===== config.mk =====
export PLATFORM = sky130hd
export DESIGN_NAME = hdstat_counters
export DESIGN_NICKNAME = d
export VERILOG_FILES = /design/src/rtl/hdstat_pkg.sv /design/src/rtl/hdstat_pkt_track.sv /design/src/rtl/hdstat_event_decode.sv /design/src/rtl/hdstat_sat_bank.sv /design/src/rtl/hdstat_counters.sv
export SDC_FILE = /design/constraint.sdc
export NUM_CORES = 1
export LEC_CHECK = 0
export BUFFER_PORTS_ARGS = -buffer_cell sky130_fd_sc_hd__buf_2
export CAP_MARGIN = 5
export CORE_ASPECT_RATIO = 1.1
export CORE_MARGIN = 2
export CORE_UTILIZATION = 50
export DETAILED_ROUTE_END_ITERATION = 8
export GPL_TIMING_DRIVEN = 0
export HOLD_SLACK_MARGIN = 0.15
export PLACE_DENSITY_LB_ADDON = 0.25
export SKIP_LAST_GASP = 1
export SLEW_MARGIN = 20
export SYNTH_ARGS = -nofsm -noshare
export SYNTH_HDL_FRONTEND = slang
export SYNTH_SLANG_ARGS = --single-unit

===== constraint.sdc =====
create_clock -name clk -period 6.1 [get_ports clk]
set_clock_uncertainty 0.15 [all_clocks]
set_input_delay 0.305 -clock clk [delete_from_list [all_inputs] [get_ports clk]]
set_output_delay 0.305 -clock clk [all_outputs]
set_load 0.01 [all_outputs]

===== src/rtl/hdstat_pkg.sv =====
package hdstat_pkg;

    // counter bank layout (read index order is part of the interface)
    localparam int NUM_CNT  = 6;
    localparam int IDX_W    = 3;
    localparam int I_EXCESS = 0;
    localparam int I_MULTI  = 1;
    localparam int I_LATE   = 2;
    localparam int I_TOTAL  = 3;
    localparam int I_DEFER  = 4;
    localparam int I_NOCRS  = 5;

    // per-packet collision tally
    localparam int TALLY_W     = 5;
    localparam int EXCESS_COLL = 16;

    typedef enum logic [2:0] {
        WHY_BUSY   = 3'd0,
        WHY_IPG    = 3'd1,
        WHY_HDX    = 3'd2,
        WHY_PAUSE  = 3'd3,
        WHY_LINKDN = 3'd4
    } defer_why_e;

    // attempt/packet state handed from the tracker to the decoder
    typedef struct packed {
        logic [TALLY_W-1:0] tally;     // collisions so far, already restarted on a new packet
        logic               crs_seen;  // carrier seen inside the slot window
        logic               late;      // slot window of this attempt has elapsed
    } pkt_state_t;

    function automatic logic why_valid(input logic [2:0] why);
        return why <= 3'(WHY_LINKDN);
    endfunction

    function automatic logic [TALLY_W-1:0] tally_bump(input logic [TALLY_W-1:0] t);
        return (t == '1) ? t : t + 1'b1;
    endfunction

endpackage


===== src/rtl/hdstat_pkt_track.sv =====
module hdstat_pkt_track
    import hdstat_pkg::*;
#(
    parameter int SLOT_BITS = 512
) (
    input  logic       clk,
    input  logic       rst,
    input  logic       xmit_active,
    input  logic       carrier_in,
    input  logic       bit_tick,
    input  logic       col_ok,
    input  logic       done_stb,
    output pkt_state_t st
);
    localparam int EL_W = $clog2(SLOT_BITS + 1);
    localparam logic [EL_W-1:0] SLOT_END = EL_W'(SLOT_BITS);

    logic               act_q;
    logic               pkt_open_q;
    logic [EL_W-1:0]    elapsed_q;
    logic               crs_q;
    logic [TALLY_W-1:0] tally_q;
    logic               rise;
    logic               new_pkt;
    logic [TALLY_W-1:0] tally_base;

    assign rise       = xmit_active & ~act_q;
    assign new_pkt    = rise & ~pkt_open_q;
    assign tally_base = new_pkt ? '0 : tally_q;

    always_ff @(posedge clk) begin
        if (rst) begin
            act_q      <= 1'b0;
            pkt_open_q <= 1'b0;
            elapsed_q  <= '0;
            crs_q      <= 1'b0;
            tally_q    <= '0;
        end else begin
            act_q <= xmit_active;

            if (done_stb)
                pkt_open_q <= 1'b0;
            else if (rise)
                pkt_open_q <= 1'b1;

            if (rise)
                elapsed_q <= '0;
            else if (xmit_active && bit_tick && elapsed_q < SLOT_END)
                elapsed_q <= elapsed_q + 1'b1;

            if (rise)
                crs_q <= carrier_in;
            else if (xmit_active && carrier_in && elapsed_q < SLOT_END)
                crs_q <= 1'b1;

            tally_q <= col_ok ? tally_bump(tally_base) : tally_base;
        end
    end

    always_comb begin
        st.tally    = tally_base;
        st.crs_seen = crs_q;
        st.late     = ~rise & (elapsed_q >= SLOT_END);
    end


    tally_restart_chk: assert property (@(posedge clk) disable iff (rst)
        (xmit_active && !act_q && !pkt_open_q && !col_ok) |=> tally_q == '0);


    window_hold_chk: assert property (@(posedge clk) disable iff (rst)
        (elapsed_q == SLOT_END && !(xmit_active && !act_q)) |=> elapsed_q == SLOT_END);

endmodule


===== src/rtl/hdstat_event_decode.sv =====
module hdstat_event_decode
    import hdstat_pkg::*;
(
    input  logic               col_ok,
    input  logic               xmit_on,
    input  logic               hdx_ok,
    input  logic               done_stb,
    input  logic               done_ok,
    input  logic               defer_stb,
    input  logic [2:0]         defer_why,
    input  logic               defer_streaming,
    input  logic [4:0]         coll_limit,
    input  pkt_state_t         st,
    output logic [NUM_CNT-1:0] inc
);
    localparam logic [TALLY_W-1:0] LAST_BEFORE_EXCESS = TALLY_W'(EXCESS_COLL - 1);
    localparam logic [TALLY_W-1:0] EXCESS_T           = TALLY_W'(EXCESS_COLL);

    logic good_done;
    logic ipg_stream;

    assign good_done  = done_stb & done_ok;
    assign ipg_stream = (defer_why == 3'(WHY_IPG)) & defer_streaming;

    always_comb begin
        inc          = '0;
        inc[I_TOTAL] = col_ok;
        inc[I_LATE]  = col_ok & st.late;
        inc[I_EXCESS] = col_ok && st.tally == LAST_BEFORE_EXCESS
                        && coll_limit >= 5'(EXCESS_COLL);
        inc[I_MULTI]  = good_done && hdx_ok
                        && st.tally > TALLY_W'(1) && st.tally < EXCESS_T;
        inc[I_DEFER]  = defer_stb && xmit_on && why_valid(defer_why) && !ipg_stream;
        inc[I_NOCRS]  = good_done && xmit_on && !st.crs_seen;
    end

endmodule


===== src/rtl/hdstat_sat_bank.sv =====
module hdstat_sat_bank #(
    parameter int CNT_W = 32,
    parameter int N     = 6
) (
    input  logic                  clk,
    input  logic                  rst,
    input  logic                  clear,
    input  logic [N-1:0]          inc,
    output logic [N-1:0][CNT_W-1:0] cnt
);
    for (genvar i = 0; i < N; i++) begin : g_cnt
        always_ff @(posedge clk) begin
            if (rst || clear)
                cnt[i] <= '0;
            else if (inc[i] && cnt[i] != '1)
                cnt[i] <= cnt[i] + 1'b1;
        end


        clr_zero_chk: assert property (@(posedge clk) disable iff (rst)
            clear |=> cnt[i] == '0);


        no_wrap_chk: assert property (@(posedge clk) disable iff (rst)
            (cnt[i] == '1 && !clear) |=> cnt[i] == '1);


        one_step_chk: assert property (@(posedge clk) disable iff (rst)
            !clear |=> (cnt[i] == $past(cnt[i]) || cnt[i] == $past(cnt[i]) + 1'b1));
    end

endmodule


===== src/rtl/hdstat_counters.sv =====
module hdstat_counters
    import hdstat_pkg::*;
#(
    parameter int CNT_W     = 32,
    parameter int SLOT_BITS = 512
) (
    input  logic             clk,
    input  logic             rst,
    input  logic             xmit_active,
    input  logic             carrier_in,
    input  logic             collision,
    input  logic             bit_tick,
    input  logic             done_stb,
    input  logic             done_ok,
    input  logic             defer_stb,
    input  logic [2:0]       defer_why,
    input  logic             defer_streaming,
    input  logic             xmit_on,
    input  logic             half_duplex,
    input  logic [4:0]       coll_limit,
    input  logic             clear_stb,
    input  logic [IDX_W-1:0] rd_addr,
    output logic [CNT_W-1:0] rd_data
);
    logic                         hdx_ok;
    logic                         col_ok;
    pkt_state_t                   st;
    logic [NUM_CNT-1:0]           inc;
    logic [NUM_CNT-1:0][CNT_W-1:0] cnt_all;
    logic [CNT_W-1:0]             rd_mux;

    assign hdx_ok = xmit_on & half_duplex;
    assign col_ok = collision & hdx_ok;

    hdstat_pkt_track #(.SLOT_BITS(SLOT_BITS)) u_track (
        .clk         (clk),
        .rst         (rst),
        .xmit_active (xmit_active),
        .carrier_in  (carrier_in),
        .bit_tick    (bit_tick),
        .col_ok      (col_ok),
        .done_stb    (done_stb),
        .st          (st)
    );

    hdstat_event_decode u_dec (
        .col_ok          (col_ok),
        .xmit_on         (xmit_on),
        .hdx_ok          (hdx_ok),
        .done_stb        (done_stb),
        .done_ok         (done_ok),
        .defer_stb       (defer_stb),
        .defer_why       (defer_why),
        .defer_streaming (defer_streaming),
        .coll_limit      (coll_limit),
        .st              (st),
        .inc             (inc)
    );

    hdstat_sat_bank #(.CNT_W(CNT_W), .N(NUM_CNT)) u_bank (
        .clk   (clk),
        .rst   (rst),
        .clear (clear_stb),
        .inc   (inc),
        .cnt   (cnt_all)
    );

    always_comb begin
        rd_mux = '0;
        for (int i = 0; i < NUM_CNT; i++)
            if (rd_addr == IDX_W'(i))
                rd_mux = cnt_all[i];
    end

    always_ff @(posedge clk) begin
        if (rst)
            rd_data <= '0;
        else
            rd_data <= rd_mux;
    end


    gate_total_chk: assert property (@(posedge clk) disable iff (rst)
        (!(xmit_on && half_duplex) && !clear_stb) |=> $stable(cnt_all[I_TOTAL]));


    gate_late_chk: assert property (@(posedge clk) disable iff (rst)
        (!(xmit_on && half_duplex) && !clear_stb) |=> $stable(cnt_all[I_LATE]));


    low_limit_chk: assert property (@(posedge clk) disable iff (rst)
        (coll_limit < 5'd16 && !clear_stb) |=> $stable(cnt_all[I_EXCESS]));


    stream_ipg_chk: assert property (@(posedge clk) disable iff (rst)
        (defer_stb && defer_why == 3'd1 && defer_streaming && !clear_stb)
            |=> $stable(cnt_all[I_DEFER]));


    blank_read_chk: assert property (@(posedge clk) disable iff (rst)
        (rd_addr >= IDX_W'(NUM_CNT)) |=> rd_data == '0);

endmodule


==> metrics.txt, run 1 <==
CP Class=in2reg; sequential fraction of the synthesis area=0.4100; Synth top area share=0.4100; ant diodes=0; total die area=~25000 µm²; CP delay by family, top=simple AND/OR/NAND/NOR gates; drt wl/cell=19.31 µm; vias in the first global route=9910; DRT iter0 DRCs=1058; LEAKAGE=4.338 nW; DRT Wirelength=34730 µm; ys flop type=dfxtp_1; global-route wire length before repair=approximately 53000 µm; crit-path max FO=8; critical path cell sequence=dlygate4sd3_1 > buf_2 > or3b_2 > and2_1 > ha_1 > o21ai_0 > nand2_1 > nor4_1 > xnor2_1 > nor2_1; hold_buf cts=8; DRC=0; number of antenna violations at the first check in global routing=0; HP Class=in2reg; status=completed; H-Tree Depth=1; Mapped Cells=around 1400; Tcrit/Tclk final=0.6401; Fin Hold WS=207.1 ps; Synthesized Nets=approximately 1400; Tmin final=3905 ps; CTS tree=done; ranking of synthesized cells by area=dfxtp_1 (41%), xor2_1 (7.4%), nor2_1 (7.2%); Clock Tree Root=clkbuf_16; normalized max-slew margin=0.1590; Top Ports=56; synthesized flop and latch total=242; area of the multi-input gates=6679 µm²; area leader, netlist=dfxtp_1; Synth Warn #=0; total gr overflow=0; PD cells=255.9 nW/µm²; total power=3.455 mW; chip height=165.2 µm; post-CTS sizing=0; Final Net Count=1508; Fmax=roughly 260 MHz; clock tree sinks=242; later-pin clock latency in the skew report=approximately 540 ps; Hold Violations, Final=0; synthesis-to-finish area growth=14.28%; number of distinct library cells after synthesis=slightly above 60; TritonCTS buffer count=27; Async SR Flop Fraction=0; slowest CP cell=o21ai_0; Final GP Congestion=0.9674; CP Capture Type=flip-flop; Buffers on Ports=49; Post-synth EDFFs=0; Vias/cell=6.029; die width=150.6 µm; Total Negative Setup Slacks=0 ps; commonest cells in the netlist=dfxtp_1 (242), nor2_1 (227), xor2_1 (100); Startpoint Class=input port; layout cells sized above 1=0.08707; crit path buf inv count=2; DRT Pass-1 Iters=6; Tightest Pin Transition=1248 ps; RSZ-0062 raised after global routing=false; starting density of the core=0.5049; max-slew violations=0; MaxCap Viol Count=0; Total Routing Usage GR=0.2755; CP required=6370 ps; top-count cell post-synth=dfxtp_1; Final ANT Viol Nets=0; maximum vdd drop=0.0002468 V; final core utilization=0.5770; register area=4845 µm²; pre-CTS setup slack=between 2000 and 2500 ps; Post-Syn Area=11820 µm²; Setup Buffers After CTS=0; CP arrival=4180 ps; clock-pin transition on the worst setup and hold timing paths=60 ps; dpl hpwl=~26000 µm; Largest stage delay, worst path=970 ps; detailed-route via count=10840; Rows=just under 60; PnR worst setup slack=2195 ps; Max clock buf depth=3; core footprint=approximately 23000 µm²; largest net degree at the start of global routing=15; layout filler cell count=2084; Synth Area per Inst=8.512 µm²; Setup Viol. Count Final=0
## power by group
part | internal [mW] | switching, mW
Combinational | 0.0266 | 0.0758
Clock | 1.09 | 0.678
Sequential | 1.58 | 0.00234
Total | 2.70 | 0.756
## state kept, by name (all words and copies together) (netlist names)
| signal | cells |
|---|---|
| u_bank.cnt | 192 |
| rd_data | 32 |
| u_track.elapsed_q | 10 |
| u_track.tally_q | 5 |
| u_track.act_q | 1 |
| u_track.pkt_open_q | 1 |
| u_track.crs_q | 1 |
## cells by family (layout without fill, tap and decap cells)
kind of cell | Yosys count | in the layout | share of synthesized area
buffers and inverters | 80 | 185 | 0.02679
xor gates and xnor gates | 171 | 171 | 0.1268
adders and majority gates | 10 | 10 | 0.01059
and+or+nand+nor | 674 | 674 | 0.2918
AOI/OAI and AO/OA | 191 | 191 | 0.1128
DFF | 242 | 242 | 0.4100
muxes | 20 | 20 | 0.02129
## area by class of cell
cell class              count  share of cell area
flip-flops and latches    242              0.3588
repair buffers             57             0.02409
well taps                 305             0.02826
clock inverters            15             0.01751
multi-input cells        1066              0.4947
plain buffers              61             0.01816
clock buffers              33             0.05319
inverters                  19            0.005282
## layer usage
layer | track usage | vias up | wire [µm] | share of wire
met5 | 0 | - | 0 | 0
met4 | 0.1304 | 0 | 1556 | 0.045
met3 | 0.03352 | 80 | 2337 | 0.067
met2 | 0.4492 | 383 | 16040 | 0.46
met1 | 0.3633 | 5189 | 14790 | 0.43
li1 | - | 5188 | - | -
## stage by stage
step                instance area (µm²)  cells
finish                            13500   1798
global route                      13500   1798
CTS                               13500   1798
detailed placement                12460   1742
global placement                  12440   1742
floorplan                         11820   1388
## placed cells by master (no fill, tap or decap), drive strengths merged, types with 16 or more instances in the layout
cell and count:
inv 20, or3 21, a31oi 34, nand4 69, and4 22, nand2 86
a21oi 20, nor3 43, clkbuf 85, nor2 227, and2 16, and3 34
xnor2 71, dfxtp 242, buf 57, nand3 90, nor4 28, xor2 100
a22oi 85, o21ai 23
## worst register-to-register path, delay by kind of cell (launching register included)
| kind | cells | cell delay, ps |
|---|---|---|
| flops | 1 | 320 |
| compound gates | 1 | 970 |
| simple gates | 5 | 1860 |
| xor+xnor | 1 | 180 |
| fa+ha+maj | 1 | 200 |
## final timing paths
kind / slack [ps] / to / start / cells after the start
hold / removal: 210 / u_bank.cnt[156] / defer_why[2] / 6
setup reg to reg: 2310 / u_bank.cnt[49] / u_track.pkt_open_q / 8
hold reg to reg: 350 / u_bank.cnt[47] / u_bank.cnt[47] / 2
setup / recovery: 2200 / u_bank.cnt[49] / xmit_active / 10
Power figures use the tool's default switching activity.
==> run 2, diff against run 1 <==
==> constraint.sdc (replaced) <==
create_clock -name clk -period 4 [get_ports clk]
set_clock_uncertainty 0.15 [all_clocks]
set_input_delay 0.2 -clock clk [delete_from_list [all_inputs] [get_ports clk]]
set_output_delay 0.2 -clock clk [all_outputs]
set_load 0.01 [all_outputs]
==> run 2 against run 1 <==
Clock power increased by 53%. Flip-flop and latch count unchanged. Global-route usage increased by 0.086 points. Wire length increased by 0.60%. First-iteration DRC count increased by 10%. Non-clock buffer count increased by 9. Utilization increased by 0.39 points.
==> metrics.txt, run 2 (synthesis gave the netlist of run 1 again) <==
Net Sw Frac=0.2192 (was 0.2189); R2R setup slack=320 ps (was 2310 ps); total die area=24880 µm² (unchanged); DRT Pass-1 Iters=5 (was 6); die width=150.6 µm (unchanged); Hold Violations, Final=0 (unchanged); synthesis-to-finish area growth=15.04% (was 14.28%); Flop pwr share=0.458 (was 0.459); Min-Delay Path Depth=5 (was 6); Tmin final=3687 ps; Final Net Count=1517 (was 1508); core footprint=23400 µm² (unchanged); layout filler cell count=2075 (was 2084); total power=5.277 mW (was 3.455 mW); Final Instance Count excl. Fillers=1807 (was 1798); Total Routing Usage GR=0.2763 (was 0.2755); Clock power frac=0.511 (was 0.512); dpl hpwl=25880 µm (unchanged); Fmax=271.3 MHz; Hold Startpoint=defer_why[0] (was defer_why[2]); most common cell after layout, fill and taps aside=dfxtp_1 (unchanged); Total Negative Setup Slacks=0 ps (unchanged); PD cells=388.3 nW/µm² (was 255.9 nW/µm²); CTS tree=done (unchanged); final core utilization=0.5808 (was 0.5770); DRT Wirelength=34940 µm (was 34730 µm); reg2reg end=u_bank.cnt[49] (unchanged); Cells after DPL=1742 (unchanged); hold_buf cts=17 (was 8); Vias/cell=6.042 (was 6.029); Final Cell Area=13590 µm² (was 13500 µm²); Top Ports=56 (unchanged); layout cells sized above 1=0.08655 (was 0.08707); NetSw=1.157 mW (was 0.7561 mW); vias in the first global route=9969 (was 9910); end of the worst hold path=u_bank.cnt[144] (was u_bank.cnt[156]); biggest regs=u_bank.cnt x192, rd_data x32, u_track.elapsed_q x10 (unchanged); MaxCap Viol Count=0 (unchanged); TritonCTS buffer count=27 (unchanged); HP Class=in2reg (unchanged); dpl cell area=12460 µm² (unchanged); Final ANT Viol Nets=0 (unchanged); RSZ-0062 raised after global routing=false (unchanged); number of antenna violations at the first check in global routing=0 (unchanged); CP arrival=3960 ps (was 4180 ps); crit-path max FO=8 (unchanged); Clock Tree Root=clkbuf_16 (unchanged); Tightest Pin Transition=1177 ps (was 1248 ps); H-Tree Depth=1 (unchanged); CP Capture Type=flip-flop (unchanged); Rows=59 (unchanged); combinational share of power=0.031 (was 0.030); global-route wire length before repair=53570 µm (was 53360 µm); Largest register FFs=192 (unchanged); Final GP Congestion=0.9674 (unchanged); normalized max-slew margin=0.2073 (was 0.1590); largest net degree at the start of global routing=15 (unchanged); max-slew violations=0 (unchanged); DRC=0 (unchanged); LEAKAGE=4.376 nW (was 4.338 nW); Setup Buffers After CTS=0 (unchanged); worst r2r path cells=8 (unchanged); Critical R2R Launch=u_track.pkt_open_q (unchanged); area of the multi-input gates=6679 µm² (unchanged); starting density of the core=0.5049 (unchanged); most frequent cells in the layout=dfxtp_1 (242), nor2_1 (227), xor2_1 (100) (unchanged); CP required=4280 ps (was 6370 ps); detailed-route via count=10920 (was 10840); total gr overflow=0 (unchanged); DRT iter0 DRCs=1166 (was 1058); Int Power=4.121 mW (was 2.698 mW); drt wl/cell=19.33 µm (was 19.31 µm); Buffers on Ports=49 (unchanged); clock tree sinks=242 (unchanged); Tcrit/Tclk final=0.9216; maximum vdd drop=0.0003767 V (was 0.0002468 V); status=completed (unchanged); chip height=165.2 µm (unchanged); Startpoint Class=input port (unchanged); post-CTS sizing=0 (unchanged); Setup Viol. Count Final=0 (unchanged); register area=4845 µm² (unchanged); Max clock buf depth=3 (unchanged); later-pin clock latency in the skew report=550 ps (was 540 ps); clock-pin transition on the worst setup and hold timing paths=60 ps (about the same); ant diodes=0 (unchanged); CP Class=in2reg (unchanged); Reg with most FFs=u_bank.cnt (unchanged)
-- run 2: worst max path at each step --
stage,start,slack (ps),depth (start not counted),endpoint
2_1_floorplan,u_track.pkt_open_q,1340,8,u_bank.cnt[37]
3_3_place_gp,xmit_active,410,9,u_bank.cnt[37]
3_5_place_dp,xmit_active,380,9,u_bank.cnt[45]
4_1_cts,u_track.pkt_open_q,380,8,u_bank.cnt[49]
5_1_grt,xmit_active,160,10,u_bank.cnt[49]
6_report,xmit_active,310,10,u_bank.cnt[49]
-- run 2: layer usage --
metal | vias up | GRT usage | routed length [µm]
li1 | 5209 | - | -
met1 | 5188 | 0.3645 | 14840
met2 | 437 | 0.4510 | 16050
met3 | 83 | 0.03352 | 2436
met4 | 0 | 0.1299 | 1611
met5 | - | 0 | 0
-- run 2: critical path: stages --
cell           delay, ps
dlygate4sd3_1        520
buf_2                150
or3b_2               520
and2_1               230
ha_1                 200
o21ai_0              920
nand2_1              500
nor4_1               490
xnor2_1              180
nor2_1                50
-- run 2: layout make-up --
class                      count  share of cell area
buffer                        61             0.01804
clock buffer                  33             0.05284
clock inverter                15             0.01740
inverter                      19            0.005247
multi-input combinational   1066              0.4914
sequential                   242              0.3564
tap                          305             0.02808
timing repair buffer          66             0.03056
-- run 2: per-stage QoR --
step / hold slack [ps] / setup slack (ps)
floorplan: 128.5 / 1340
global placement: 277.7 / 414.3
detailed placement: 286.1 / 382.0
CTS: 180.6 / 382.9
global route: 237.3 / 164.4
finish: 194.7 / 313.5
-- run 2: power by group through the flow --
stage / clock, mW / combinational [mW] / sequential, mW
6_report: 2.70 / 0.163 / 2.42
5_1_grt: 2.82 / 0.175 / 2.42
4_1_cts: 2.72 / 0.160 / 2.42
3_5_place_dp: 0 / 0.146 / 2.47
3_3_place_gp: 0 / 0.142 / 2.47
2_1_floorplan: 0 / 0.0867 / 2.47
==> run 3, diff against run 2 <==
--- a/config.mk
+++ b/config.mk
@@ -8,7 +8,6 @@
 export BUFFER_PORTS_ARGS = -buffer_cell sky130_fd_sc_hd__buf_2
 export CAP_MARGIN = 5
 export CORE_ASPECT_RATIO = 1.1
-export CORE_MARGIN = 2
 export CORE_UTILIZATION = 50
 export DETAILED_ROUTE_END_ITERATION = 8
 export GPL_TIMING_DRIVEN = 0
==> run 3 against run 2 <==
Largest power group unchanged. Maximum frequency up 12%. First-iteration DRC count down 13%. Wire length down 1.3%. Cell count down 0.28%. Critical endpoint is now u_bank.cnt[54].
==> metrics.txt, run 3 (synthesis gave the netlist of run 1 again) <==
Max clock buf depth=3 (unchanged); starting density of the core=0.5136 (was 0.5049); critical path cell sequence=or3b_2 > and2_1 > ha_1 > o21ai_1 > o211ai_1 > nor3_1 > xnor2_1 > nor2_1 (was dlygate4sd3_1 > buf_2 > or3b_2 > and2_1 > ha_1 > o21ai_0 > nand2_1 > nor4_1 > xnor2_1 > nor2_1); TritonCTS buffer count=27 (unchanged); Setup Viol. Count Final=0 (unchanged); Tmin final=3301 ps (was 3687 ps); layout cells sized above 1=0.08788 (was 0.08655); crit-path max FO=8 (unchanged); MaxCap Viol Count=0 (unchanged); CP delay by family, top=simple AND/OR/NAND/NOR gates (unchanged); status=completed (unchanged); Tightest Pin Transition=1261 ps (was 1177 ps); later-pin clock latency in the skew report=560 ps (was 550 ps); layout filler cell count=2068 (was 2075); most common cell after layout, fill and taps aside=dfxtp_1 (unchanged); vias in the first global route=9681 (was 9969); CP required=4270 ps (was 4280 ps); die width=148.6 µm (was 150.6 µm); DRT Pass-1 Iters=6 (was 5); DRT Wirelength=34470 µm (was 34940 µm); global-route wire length before repair=52620 µm (was 53570 µm); Total Routing Usage GR=0.2816 (was 0.2763); final core utilization=0.5892 (was 0.5808); biggest regs=u_bank.cnt x192, rd_data x32, u_track.elapsed_q x10 (unchanged); Top Ports=56 (unchanged); clock-pin transition on the worst setup and hold timing paths=60 ps (about the same); PD cells=382.3 nW/µm² (was 388.3 nW/µm²); DRC=0 (unchanged); Final Instance Count excl. Fillers=1802 (was 1807); Rows=58 (was 59); CTS tree=done (unchanged); Clock Tree Root=clkbuf_16 (unchanged); maximum vdd drop=0.0003132 V (was 0.0003767 V); detailed-route via count=10820 (was 10920); Fmax=303.0 MHz (was 271.3 MHz); max-slew violations=0 (unchanged); LEAKAGE=4.361 nW (was 4.376 nW); chip height=163.2 µm (was 165.2 µm); synthesis-to-finish area growth=14.72% (was 15.04%); Largest stage delay, worst path=650 ps (was 920 ps); H-Tree Depth=1 (unchanged); CP arrival=3570 ps (was 3960 ps); normalized max-slew margin=0.1528 (was 0.2073); Cells after DPL=1737 (was 1742); slowest CP cell=o21ai_1 (was o21ai_0); DRT iter0 DRCs=1013 (was 1166); CP Capture Type=flip-flop (unchanged); Final ANT Viol Nets=0 (unchanged); Final GP Congestion=0.9993 (was 0.9674); largest net degree at the start of global routing=16 (was 15); core footprint=23000 µm² (was 23400 µm²); total die area=24250 µm² (was 24880 µm²); Startpoint Class=flip-flop (was input port); Final Net Count=1517 (unchanged); post-CTS sizing=0 (unchanged); dpl hpwl=25570 µm (was 25880 µm); number of antenna violations at the first check in global routing=0 (unchanged); Largest register FFs=192 (unchanged); clock tree sinks=242 (unchanged); Buffers on Ports=49 (unchanged); RSZ-0062 raised after global routing=false (unchanged); Vias/cell=6.003 (was 6.042); drt wl/cell=19.13 µm (was 19.33 µm); CP Class=reg2reg (was in2reg); Total Negative Setup Slacks=0 ps (unchanged); Tcrit/Tclk final=0.8252 (was 0.9216); ant diodes=0 (unchanged); HP Class=in2reg (unchanged); Reg with most FFs=u_bank.cnt (unchanged); Hold Violations, Final=0 (unchanged); crit path buf inv count=0 (was 2); most frequent cells in the layout=dfxtp_1 (242), nor2_1 (227), xor2_1 (100) (unchanged); total gr overflow=0 (unchanged)
-- run 3: final timing paths --
kind                                          from              end  slack [ps]  depth (start not counted)
worst max-delay path            u_track.pkt_open_q   u_bank.cnt[54]         700                          8
worst min-delay path                  defer_why[1]  u_bank.cnt[130]         180                          5
worst max register to register  u_track.pkt_open_q   u_bank.cnt[54]         700                          8
worst min register to register      u_bank.cnt[33]   u_bank.cnt[33]         350                          2
-- run 3: power by group --
part           switching (mW)  leakage (nW)  internal (mW)
clock                    1.06         0.455           1.54
combinational           0.114          1.96         0.0464
sequential            0.00352          1.95           2.41
-- run 3: worst register-to-register path: stages, from the launching register on --
cell      delay, ps
dfxtp_1         330
or3b_2          540
and2_1          230
ha_1            190
o21ai_1         650
o211ai_1        470
nor3_1          390
xnor2_1         170
nor2_1           60
-- run 3: metal layers --
layer  track usage  up-vias  part of all wire
li1              -     5210                 -
met1        0.3702     5096              0.42
met2        0.4645      423              0.46
met3       0.03240       89             0.072
met4        0.1228        0             0.042
met5             0        -                 0
-- run 3: cell type report --
cell class	instances	area, µm²	share of cell area
plain buffers	61	245.2	0.01809
clock inverters	18	221.5	0.01634
well taps	300	375.4	0.02769
flip-flops and latches	242	4845	0.3574
inverters	19	71.32	0.005262
clock buffers	30	706.9	0.05216
repair buffers	66	415.4	0.03065
multi-input cells	1066	6674	0.4924
-- run 3: repair_timing --
action                                 CTS  global route
hold buffers                            17             0
endpoints found under the hold margin   22             0
setup buffers                            0             0
-- run 3: through the flow --
stage          power, mW  setup slack [ps]  cell area, µm²  hold WS (ps)
2_1_floorplan      2.556              1340           11820         128.5
3_3_place_gp       2.612             401.2           12440         266.1
3_5_place_dp       2.615             777.0           12460         269.0
4_1_cts            5.215             765.1           13550         155.0
5_1_grt            5.338             549.8           13550         204.1
6_report           5.181             699.2           13550         178.9
